**src/rtl/ee_csum_pkg.sv**
```systemverilog
package ee_csum_pkg;
  typedef enum logic [1:0] {
    ST_IDLE,
    ST_READ,
    ST_WRITE
  } csum_state_e;
endpackage

```
**src/rtl/ee_csum_addr_ctr.sv**
```systemverilog
module ee_csum_addr_ctr #(
  parameter int ADDR_W = 6,
  parameter int LAST   = 62
) (
  input  logic              clk_i,
  input  logic              rst_ni,
  input  logic              clr_i,
  input  logic              inc_i,
  output logic [ADDR_W-1:0] addr_o,
  output logic              last_o
);
  always_ff @(posedge clk_i or negedge rst_ni) begin
    if (!rst_ni)    addr_o <= '0;
    else if (clr_i) addr_o <= '0;
    else if (inc_i) addr_o <= addr_o + 1'b1;
  end

  assign last_o = (addr_o == ADDR_W'(LAST));

  p_no_wrap_r1: assert property (@(posedge clk_i) disable iff (!rst_ni)
    (inc_i && !clr_i && last_o) |-> 1'b0)
    else $error("address counter stepped past last read");
endmodule

```
**src/rtl/ee_csum_acc.sv**
```systemverilog
module ee_csum_acc #(
  parameter int DATA_W = 16
) (
  input  logic              clk_i,
  input  logic              rst_ni,
  input  logic              clr_i,
  input  logic              add_i,
  input  logic [DATA_W-1:0] data_i,
  output logic [DATA_W-1:0] sum_o
);
  // modulo 2^DATA_W wrap is intended
  always_ff @(posedge clk_i or negedge rst_ni) begin
    if (!rst_ni)    sum_o <= '0;
    else if (clr_i) sum_o <= '0;
    else if (add_i) sum_o <= sum_o + data_i;
  end

  p_clear_r10: assert property (@(posedge clk_i) disable iff (!rst_ni)
    clr_i |=> (sum_o == '0))
    else $error("accumulator not cleared");
endmodule

```
**src/rtl/ee_csum_update.sv**
```systemverilog
module ee_csum_update
  import ee_csum_pkg::*;
#(
  parameter int          ADDR_W    = 6,
  parameter int          DATA_W    = 16,
  parameter int          WORDS     = 64,
  parameter logic [15:0] SIGNATURE = 16'hBABA
) (
  input  logic              clk_i,
  input  logic              rst_ni,
  input  logic              start_i,
  output logic              rd_req_o,
  output logic [ADDR_W-1:0] rd_addr_o,
  input  logic [DATA_W-1:0] rd_data_i,
  input  logic              rd_ready_i,
  input  logic              rd_err_i,
  output logic              wr_req_o,
  output logic [ADDR_W-1:0] wr_addr_o,
  output logic [DATA_W-1:0] wr_data_o,
  input  logic              wr_ready_i,
  input  logic              wr_err_i,
  output logic              busy_o,
  output logic              done_o,
  output logic              err_o
);
  localparam int CSUM_ADDR = WORDS - 1;
  localparam int LAST_RD   = WORDS - 2;

  csum_state_e       state_q;
  logic              accept, rd_fire, wr_fire, last_rd;
  logic [DATA_W-1:0] sum;
  logic              done_q, err_q;

  assign accept  = start_i && (state_q == ST_IDLE);
  assign rd_fire = (state_q == ST_READ) && rd_ready_i;
  assign wr_fire = (state_q == ST_WRITE) && wr_ready_i;

  ee_csum_addr_ctr #(.ADDR_W(ADDR_W), .LAST(LAST_RD)) u_addr (
    .clk_i  (clk_i),
    .rst_ni (rst_ni),
    .clr_i  (accept),
    .inc_i  (rd_fire && !rd_err_i && !last_rd),
    .addr_o (rd_addr_o),
    .last_o (last_rd)
  );

  ee_csum_acc #(.DATA_W(DATA_W)) u_acc (
    .clk_i  (clk_i),
    .rst_ni (rst_ni),
    .clr_i  (accept),
    .add_i  (rd_fire && !rd_err_i),
    .data_i (rd_data_i),
    .sum_o  (sum)
  );

  always_ff @(posedge clk_i or negedge rst_ni) begin
    if (!rst_ni) begin
      state_q <= ST_IDLE;
      done_q  <= 1'b0;
      err_q   <= 1'b0;
    end else begin
      done_q <= 1'b0;
      unique case (state_q)
        ST_IDLE: if (start_i) begin
          state_q <= ST_READ;
          err_q   <= 1'b0;
        end
        ST_READ: if (rd_ready_i) begin
          if (rd_err_i) begin
            state_q <= ST_IDLE;
            err_q   <= 1'b1;
            done_q  <= 1'b1;
          end else if (last_rd) begin
            state_q <= ST_WRITE;
          end
        end
        ST_WRITE: if (wr_ready_i) begin
          state_q <= ST_IDLE;
          err_q   <= wr_err_i;
          done_q  <= 1'b1;
        end
        default: state_q <= ST_IDLE;
      endcase
    end
  end

  assign rd_req_o  = (state_q == ST_READ);
  assign wr_req_o  = (state_q == ST_WRITE);
  assign wr_addr_o = ADDR_W'(CSUM_ADDR);
  assign wr_data_o = DATA_W'(SIGNATURE) - sum;
  assign busy_o    = (state_q != ST_IDLE);
  assign done_o    = done_q;
  assign err_o     = err_q;

  p_rd_hold_r1: assert property (@(posedge clk_i) disable iff (!rst_ni)
    (rd_req_o && !rd_ready_i) |=> (rd_req_o && $stable(rd_addr_o)))
    else $error("read request dropped or address moved");
  p_one_port_r1: assert property (@(posedge clk_i) disable iff (!rst_ni)
    !(rd_req_o && wr_req_o))
    else $error("read and write outstanding together");
  p_wr_hold_r2: assert property (@(posedge clk_i) disable iff (!rst_ni)
    (wr_req_o && !wr_ready_i) |=> (wr_req_o && $stable(wr_data_o)))
    else $error("write request dropped or data moved");
  p_abort_r4: assert property (@(posedge clk_i) disable iff (!rst_ni)
    (rd_req_o && rd_ready_i && rd_err_i) |=> (!wr_req_o && !rd_req_o && err_o))
    else $error("read error did not abort");
  p_wr_err_r5: assert property (@(posedge clk_i) disable iff (!rst_ni)
    (wr_req_o && wr_ready_i && wr_err_i) |=> err_o)
    else $error("write error not flagged");
  p_done_pulse_r6: assert property (@(posedge clk_i) disable iff (!rst_ni)
    done_o |=> !done_o)
    else $error("done wider than one cycle");
  p_err_hold_r7: assert property (@(posedge clk_i) disable iff (!rst_ni)
    (err_o && !busy_o && !start_i) |=> err_o)
    else $error("error flag lost while idle");
  p_busy_start_r8: assert property (@(posedge clk_i) disable iff (!rst_ni)
    (rd_req_o && start_i && !rd_ready_i) |=> $stable(rd_addr_o))
    else $error("start while busy disturbed the pass");
endmodule

```
**config.mk**
```make
export PLATFORM = sky130hd
export DESIGN_NAME = ee_csum_update
export DESIGN_NICKNAME = d
export VERILOG_FILES = /design/src/rtl/ee_csum_pkg.sv /design/src/rtl/ee_csum_addr_ctr.sv /design/src/rtl/ee_csum_acc.sv /design/src/rtl/ee_csum_update.sv
export SDC_FILE = /design/constraint.sdc
export NUM_CORES = 1
export LEC_CHECK = 0
export BUFFER_PORTS_ARGS = -buffer_cell sky130_fd_sc_hd__buf_2
export CAP_MARGIN = 20
export CORE_MARGIN = 1
export CORE_UTILIZATION = 54
export CTS_CLUSTER_DIAMETER = 30
export DETAILED_ROUTE_END_ITERATION = 16
export PLACE_DENSITY = 0.81
export RECOVER_POWER = 50
export SYNTH_ARGS = -nofsm -noshare
export SYNTH_HDL_FRONTEND = slang
export SYNTH_SLANG_ARGS = --single-unit
export TNS_END_PERCENT = 100
```
**constraint.sdc**
```tcl
create_clock -name clk_i -period 3.2 [get_ports clk_i]
set_input_delay 0.16 -clock clk_i [delete_from_list [all_inputs] [get_ports clk_i]]
set_output_delay 0.16 -clock clk_i [all_outputs]
set_load 0.02 [all_outputs]
```
=== Word-level counts from Yosys, hierarchy flattened ===
Cells that the tools add are included.

* Add/subtract/negate cells: 3
* $mul: 0
* Divide/modulo/power cells: 0
* Order comparisons: 0
* Equality and inequality tests: 8
* Shift operators: 0
* Muxes and demuxes: 19
* Bitwise gates (word level): 0
* Reductions and logical operators: 13

{| class="wikitable"
|+ Operator list
! cell !! count
|-
| $mux W16 || 2
|-
| $add A16 B16 Y16 || 1
|-
| $sub A16 B16 Y16 const A || 1
|-
| $mux W6 || 2
|-
| $mux W2 || 5
|-
| $mux W1 || 7
|-
| $add A6 B1 Y6 const B || 1
|-
| $eq A6 B6 Y1 const B || 1
|-
| $ne A2 B1 Y1 const B || 3
|-
| $pmux W2 S3 || 1
|-
| $reduce_bool A2 Y1 || 3
|-
| $reduce_and A5 Y1 || 1
|-
| $logic_and A1 B1 Y1 || 4
|-
| $reduce_and A4 Y1 || 1
|-
| $ne A3 B1 Y1 const B || 1
|-
| $pmux W1 S3 || 1
|-
| $reduce_bool A3 Y1 || 1
|-
| $eq A2 B1 Y1 const B || 1
|-
| $eq A2 B2 Y1 const B || 1
|-
| $logic_not A1 Y1 || 2
|-
| $logic_not A2 Y1 || 1
|-
| $ne A2 B2 Y1 const B || 1
|-
| $pmux W1 S2 || 1
|}

* Bits in registers: 26
* Latch bits: 0
* Memory bits (writable): 0
* Bits in read-only memories: 0
* Logic and storage cells: 48
* Memories: 0

=== Depth between registers and ports, before layout ===
Gate-level depths: netlist of the first run.

* Depth in word-level cells: 6
* Gate-level depth with buffers: 9

=== Hierarchy ===
Synthesis of the first run repeated with hierarchy kept, for this count alone.

* Cells, all modules: 271
* Area, all modules: 2433.6 µm²

{| class="wikitable"
|+ Modules (own cells, without submodules)
! module !! instances !! cells an instance !! area an instance (µm²)
|-
| ee_csum_acc || 1 || 154 || 1463.9
|-
| ee_csum_update || 1 || 87 || 674.4
|-
| ee_csum_addr_ctr || 1 || 30 || 295.3
|}

=== Worst setup path before layout of the first run ===
OpenSTA, ideal clock, no wires.

* Path type: reg2reg
* Start point: register u_acc.sum_o[0]
* End point: register u_acc.sum_o[14]
* Data arrival time: 2.110 ns
* Slack: 0.950 ns
* Cell stages (with the launch flop): 9
* Path buffers: 0
* Clock period less this slack: 2.250 ns
* Path through: dfrtp_1 ha_1 fa_1 a21o_1 a21oi_1 o21a_1 nor2_1 a2111oi_0 a211oi_1

* Cells in the longest elaborated chain, start to end: 3

{| class="wikitable"
|+ RTL lines
! element !! line !! RTL
|-
| from (decl) || ee_csum_acc.sv:9 || <nowiki>output logic [DATA_W-1:0] sum_o</nowiki>
|-
| from (signal assigned) || ee_csum_acc.sv:15 || <nowiki>else if (add_i) sum_o <= sum_o + data_i;</nowiki>
|-
| $add A16 B16 Y16 || ee_csum_acc.sv:15 ||
|-
| $mux W16 || ee_csum_acc.sv:15 ||
|-
| $mux W16 || ee_csum_acc.sv:14 || <nowiki>else if (clr_i) sum_o <= '0;</nowiki>
|}

Every way passes these cells. The select of a mux whose other input is x is not followed.
A chain may end at the register's enable or synchronous reset.

=== Worst setup path after layout of the first run ===
Same ends and word-level chain as after synthesis.

==> summary.txt, run 1 <==
==================================================================================
Outcome                                                               complete, no violations
Worst reg-to-reg setup slack                                                710 ps
Number of antenna cells inserted                                                 0
Post-route design area                                                 0.00257 mm2
Post-layout utilization of the core                                          0.637
Post-DRT Antenna Nets                                                            0
Worst-case reg-to-reg path depth                                                 8
Crit Path Category                                                      reg -> reg
Pins over their slew limit                                                       0
Post-detailed-placement half-perimeter wirelength                          4.03 mm
Highest ir drop seen on vdd                                               0.420 mV
Smallest hold slack                                                         149 ps
Class of the worst hold path                                             in -> reg
Maximum number of pins on one net before global-route repair                    27
TritonRoute pass-1 iters                                                         4
Endpoint arrival time on the critical path                                 2640 ps
Area overhead of the layout relative to synthesis                            12.4%
Count of endpoints failing hold in the final timing report                       0
Via count of the first global-routing pass                                   1,877
Die Width                                                                  67.0 um
Layout filler cell count                                                       385
Max Fanout on Critical Path                                                      5
Clock skew                                                                 3.49 ps
Post-synthesis register bit count                                               26
Final RePlAce weighted congestion                                            0.937
Endpoint required time on the critical path                                3340 ps
Synth Warn #                                                                     0
Share of final-layout standard cells stronger than drive strength 1          0.148
Starting utilization of the core area                                        0.567
Period minus WS final                                                      2490 ps
Count of boundary I/O pins                                                      56
Delay-heaviest family, CP                                             compound AO/OA/AOI/OAI gates
Part of the Yosys area used for sequential elements                          0.285
DR vias                                                                      2,055
Clock Sink Count                                                                26
Power density cells                                                     864 mW/mm2
Number of nets in the finished design                                          364
Total negative slack for setup checks                                         0 ps
Most area-consuming cells after synthesis                             sky130_fd_sc_hd__dfrtp_1 (28%), sky130_fd_sc_hd__ha_1 (12%), sky130_fd_sc_hd__xnor2_1 (5.4%)
Share of flip-flops with an asynchronous set or reset                         1.00
Number of buffers on the longest clock path                                      2
Count of flip-flops with a built-in enable after synthesis                       0
Number of instances in the synthesized netlist                                 273
Die footprint                                                          0.00450 mm2
Number of buffers inserted by port buffering                                    49
Post-route clock period utilization                                          0.779
Die height                                                                 67.0 um
Hold path endpoint                                                          done_o
RR Startpoint                                                         u_acc.sum_o[0]
First-pass GRT wire length                                                 8.51 mm
Placed Instance Area                                                   0.00252 mm2
Total global routing overflow                                                    0
Lkg Pwr                                                                    1.27 nW
CP max stage delay                                                          440 ps
Clock transition at the registers of the reported paths                     100 ps
Unique masters post-synth                                                       52
Synth area leader                                                     sky130_fd_sc_hd__dfrtp_1
Hold path depth                                                                  3
CP max-delay cell                                                     sky130_fd_sc_hd__dfrtp_1
Unrepaired setup endpoints after global routing                              false
Total wire length                                                          5.24 mm
Number of max-capacitance violations reported                                    0
Worst flop-to-flop path endpoint                                      u_acc.sum_o[14]
H-tree depth                                                                     1
Type of origin of the critical path                                      flip-flop
Initial antenna violation count                                                  0
Worst setup EP type                                                      flip-flop
Hold_sp                                                                 wr_ready_i
Total of endpoints with negative setup slack in the final report                 0
Count of unresolved DRC violations after routing                                 0
Post-synthesis average cell area                                          8.37 um2
Cell-by-cell trace of the critical path                               ha_1, fa_1, a21o_1, a21oi_1, o21a_1, nor2_1, a2111oi_0, a211oi_1
Actual slew at the worst max-slew pin                                      1470 ps
Total buffers and inverters traversed by the critical path                       0
Standard-cell row count                                                         23
Per-cell via count in the routed design                                       5.60
Total routing usage reported by global routing                               0.246
Most used flip-flop cell after synthesis                              sky130_fd_sc_hd__dfrtp_1
CTS buffer count                                                                 3
Clock tree from TritonCTS                                                      yes
Clock tree root buffer cell                                           sky130_fd_sc_hd__clkbuf_8
Cell area after technology mapping                                     0.00228 mm2
Number of DRC markers after the initial detailed-route iteration               134
Overall power                                                              2.22 mW
Synth top area share                                                         0.285
Average wire per cell in the routed design                                 14.3 um
F_max                                                                      401 MHz
Area of the core                                                       0.00403 mm2
Headroom to the max-slew limit                                              0.0224
Clk_lat worst skew                                                          270 ps
==================================================================================
[area by class of cell]
class / instances / area, um2 / area share
Multi-Input combinational cell: 222 / 1500 / 0.583
Inverter: 13 / 48.8 / 0.0190
Timing Repair Buffer: 52 / 254 / 0.0989
Sequential cell: 26 / 651 / 0.253
Clock buffer: 4 / 55.1 / 0.0214
Tap cell: 50 / 62.6 / 0.0244
[kinds of logic after synthesis]
group	Yosys count	synth area share
and+or+nand+nor	83	0.163
AOI/OAI and AO/OA	82	0.244
buffers and inverters	30	0.0685
DFF	26	0.285
xor gates and xnor gates	25	0.0958
adders and majority gates	23	0.129
muxes	3	0.0131
other	1	0.00164
[sequential cells by signal (all words and copies together) (netlist names)]
register       cells
err_o              1
u_acc.sum_o       16
u_addr.addr_o      6
done_o             1
state_q            2
[worst min-delay path, stage by stage]
cell                      delay [ps]
sky130_fd_sc_hd__buf_2            80
sky130_fd_sc_hd__a32oi_1          50
sky130_fd_sc_hd__nor2_1           90
[per-layer routing]
layer / GRT usage / vias to the layer above / share of wire
met1: 0.351 / 950 / 0.49
met5: 0 / - / 0
li1: - / 1047 / -
met2: 0.388 / 52 / 0.46
met3: 0.0223 / 6 / 0.041
met4: 0.0718 / 0 / 0.014
[cell usage after synthesis (all sizes together) (2+ instances only)]
library cell and count:
mux2i 3, o21bai 4, dfrtp 26, buf 10
a31o 2, o21a 3, xnor2 14, clkbuf 7
a21o 10, nand4 5, ha 22, a41oi 2
nor2 28, o2111a 2, nand3 3, nand2b 4
o21ai 19, or2 2, inv 13, nand2 29
a211oi 8, a21oi 20, and2 2, xor2 11
nor3 4, and3 3
[metrics by stage]
step,setup slack (ps),cells
final,708,367
after global routing,490,367
after CTS,714,367
after detailed placement,720,362
after global placement,844,362
after floorplan,950,278
[what timing repair did]
| action | in CTS | in global routing |
|---|---|---|
| resized for setup | 0 | 0 |
| hold buffers | 1 | 0 |
| hold endpoints to repair | 26 | 0 |
| buffers inserted | 0 | 0 |
[worst max path at each step]
stage	start	endpoint	slack (ps)	cells past startpoint
6_report	u_acc.sum_o[0]	u_acc.sum_o[14]	710	8
5_1_grt	u_acc.sum_o[0]	u_acc.sum_o[14]	490	8
4_1_cts	u_acc.sum_o[0]	u_acc.sum_o[14]	710	8
3_5_place_dp	u_acc.sum_o[0]	u_acc.sum_o[14]	720	8
3_3_place_gp	u_acc.sum_o[0]	u_acc.sum_o[14]	840	8
2_1_floorplan	u_acc.sum_o[0]	u_acc.sum_o[14]	950	8
[placed cells by master (no fill, tap or decap), types with 5 or more instances in the layout]
cell / count
sky130_fd_sc_hd__nand2_1: 29
sky130_fd_sc_hd__conb_1: 6
sky130_fd_sc_hd__inv_1: 13
sky130_fd_sc_hd__nor2_1: 27
sky130_fd_sc_hd__xnor2_1: 14
sky130_fd_sc_hd__dfrtp_1: 26
sky130_fd_sc_hd__a211oi_1: 8
sky130_fd_sc_hd__buf_2: 36
sky130_fd_sc_hd__a21oi_1: 19
sky130_fd_sc_hd__nand4_1: 5
sky130_fd_sc_hd__a21o_1: 9
sky130_fd_sc_hd__xor2_1: 11
sky130_fd_sc_hd__o21ai_0: 17
sky130_fd_sc_hd__ha_1: 22
sky130_fd_sc_hd__clkbuf_1: 13
[power breakdown]
| part | total [mW] | internal, mW | switching, mW | leakage (nW) |
|---|---|---|---|---|
| combinational | 1.41 | 0.545 | 0.866 | 0.895 |
| clock | 0.219 | 0.110 | 0.109 | 0.0288 |
| sequential | 0.590 | 0.430 | 0.160 | 0.350 |
(Power assumes the default switching activity.)
==> run 2: changes to the inputs <==
clock period = 2.4 ns   (was 3.2 ns; I/O delays follow)
==> run 2 against run 1 <==
Sequential cell count unchanged; non-clock buffer count up 10; wire length up 5.8%; combinational power up 43%; final area up 5.1%.
==> summary.txt, run 2 (same netlist as run 1, synthesis figures left out) <==
==================================================================================
Outcome                                                               complete, no violations
Clock skew                                                                 4.38 ps   +0.895 ps
Biggest registers after layout                                        u_acc.sum_o: 16 flops, u_addr.addr_o: 6 flops, state_q: 2 flops
Commonest non-fill, non-tap cell in the layout                        sky130_fd_sc_hd__buf_2
Clock tree root buffer cell                                           sky130_fd_sc_hd__clkbuf_8
Number of buffers on the longest clock path                                      2   unchanged
Endpoint required time on the critical path                                2280 ps   -1060 ps
Starting utilization of the core area                                        0.567   unchanged
Pins over their slew limit                                                       0   unchanged
Count of boundary I/O pins                                                      56   unchanged
First-pass GRT wire length                                                 8.87 mm   +4.2%
Actual slew at the worst max-slew pin                                      1420 ps   -46.9 ps
Lkg Pwr                                                                    1.34 nW   +5.2%
Final RePlAce weighted congestion                                            0.933   -0.38%
Number of buffers inserted by port buffering                                    49   unchanged
Hold path depth                                                                  3   unchanged
Die Width                                                                  67.0 um   unchanged
DR vias                                                                      2,175   +5.8%
Average wire per cell in the routed design                                 14.7 um   +3.0%
Clock tree from TritonCTS                                                      yes
Worst setup EP type                                                    output port
Post-route design area                                                 0.00270 mm2   +5.1%
Crit Path Category                                                      reg -> out
Maximum number of pins on one net before global-route repair                    27   unchanged
Type of origin of the critical path                                      flip-flop
H-tree depth                                                                     1   unchanged
Footprint of the flip-flops and latches                                    651 um2   unchanged
Endpoint arrival time on the critical path                                 2150 ps   -490 ps
Clk_lat worst skew                                                          280 ps   about the same
Die footprint                                                          0.00450 mm2   unchanged
Worst reg-to-reg setup slack                                                140 ps   -570 ps
Via count of the first global-routing pass                                   1,967   +4.8%
Overall power                                                              3.10 mW   +40%
Post-place setup slack                                                      110 ps   -611 ps
Period minus WS final                                                      2270 ps
Count of unresolved DRC violations after routing                                 0   unchanged
Class of the worst hold path                                             in -> reg
CTS buffer count                                                                 3   unchanged
Placed Instance Area                                                   0.00257 mm2   +2.1%
Final setup slack of the worst path                                         130 ps   -579 ps
Largest register FFs                                                            16   unchanged
Area overhead of the layout relative to synthesis                            18.1%
Count of endpoints failing hold in the final timing report                       0   unchanged
Leading cell types in the layout, fill and taps excluded              sky130_fd_sc_hd__buf_2 (39), sky130_fd_sc_hd__nand2_1 (29), sky130_fd_sc_hd__nor2_1 (27)
Number of antenna cells inserted                                                 0   unchanged
Area used by multi-input combinational logic                           0.00154 mm2   +2.9%
Share of final-layout standard cells stronger than drive strength 1          0.208   +0.0597
Clock Sink Count                                                                26   unchanged
Total negative slack for setup checks                                         0 ps   unchanged
Total wire length                                                          5.54 mm   +5.8%
TritonRoute pass-1 iters                                                         5   +1
Post-DRT Antenna Nets                                                            0   unchanged
Headroom to the max-slew limit                                              0.0536   +0.0312
Number of max-capacitance violations reported                                    0   unchanged
F_max                                                                      441 MHz
Largest register by flop count                                         u_acc.sum_o
Max Fanout on Critical Path                                                      4   -1
Total global routing overflow                                                    0   unchanged
Power density cells                                                    1150 mW/mm2   +33%
Clock transition at the registers of the reported paths                      90 ps   about the same
Standard-cell row count                                                         23   unchanged
Number of nets in the finished design                                          374   +2.7%
Post-detailed-placement half-perimeter wirelength                          4.18 mm   +3.7%
Number of DRC markers after the initial detailed-route iteration               150   +12%
Layout filler cell count                                                       348   -9.6%
Post-route clock period utilization                                          0.946
Area of the core                                                       0.00403 mm2   unchanged
Die height                                                                 67.0 um   unchanged
Per-cell via count in the routed design                                       5.77   +3.0%
Total routing usage reported by global routing                               0.264   +0.0182
Total of endpoints with negative setup slack in the final report                 0   unchanged
Unrepaired setup endpoints after global routing                               true
Worst-case reg-to-reg path depth                                                 8   unchanged
Initial antenna violation count                                                  0   unchanged
Highest ir drop seen on vdd                                               0.581 mV   +38%
==================================================================================
run 2: changes by cell type in the layout (fill, tap and decap cells not counted), sizes merged:
cell / delta
clkbuf: -4
buf: +14
run 2: final timing paths:
path / endpoint / start
max: wr_data_o[14] / u_acc.sum_o[0]
min in group asynchronous: u_acc.sum_o[13] / rst_ni
min: done_o / wr_ready_i
min reg2reg: err_o / err_o
max in group asynchronous: u_acc.sum_o[5] / rst_ni
max reg2reg: u_acc.sum_o[14] / u_acc.sum_o[0]
run 2: routing by layer:
layer / vias up / GRT usage / part of all wire
li1: 1063 / - / -
met3: 11 / 0.0565 / 0.068
met1: 1021 / 0.344 / 0.43
met2: 80 / 0.416 / 0.48
met4: 0 / 0.112 / 0.019
met5: - / 0 / 0
run 2: power by group:
| group | total, mW | internal, mW | switching, mW |
|---|---|---|---|
| clock | 0.293 | 0.147 | 0.146 |
| combinational | 2.01 | 0.812 | 1.20 |
| sequential | 0.792 | 0.573 | 0.220 |
run 2: metrics by stage:
| step | std cells | util | hold slack (ps) |
|---|---|---|---|
| floorplan | 278 | - | -176 |
| global placement | 369 | 0.638 | 160 |
| detailed placement | 369 | 0.638 | 165 |
| CTS | 374 | 0.655 | 98.1 |
| global route | 377 | 0.670 | 128 |
| finish | 377 | 0.670 | 95.1 |
run 2: what timing repair did:
item	in CTS	in global routing
endpoints found under the hold margin	26	0
hold buffers	1	0
setup endpoints to repair	1	7
resized for setup	1	10
pin swaps	0	2
setup buffers	0	3
run 2: cell type report:
| cell class | instances | share of cell area |
|---|---|---|
| Clock buffer | 4 | 0.0204 |
| Inverter | 13 | 0.0181 |
| Sequential cell | 26 | 0.241 |
| Multi-Input combinational cell | 222 | 0.571 |
| Tap cell | 50 | 0.0232 |
| Timing Repair Buffer | 62 | 0.126 |
run 2: worst max-delay path, cell delays in order, from the launching register on:
cell,delay [ps]
sky130_fd_sc_hd__dfrtp_1,410
sky130_fd_sc_hd__buf_6,140
sky130_fd_sc_hd__ha_4,150
sky130_fd_sc_hd__o2111a_1,260
sky130_fd_sc_hd__o21a_1,210
sky130_fd_sc_hd__o21ai_2,180
sky130_fd_sc_hd__nand2b_1,110
sky130_fd_sc_hd__nand2b_1,100
sky130_fd_sc_hd__xnor2_1,130
sky130_fd_sc_hd__buf_2,190
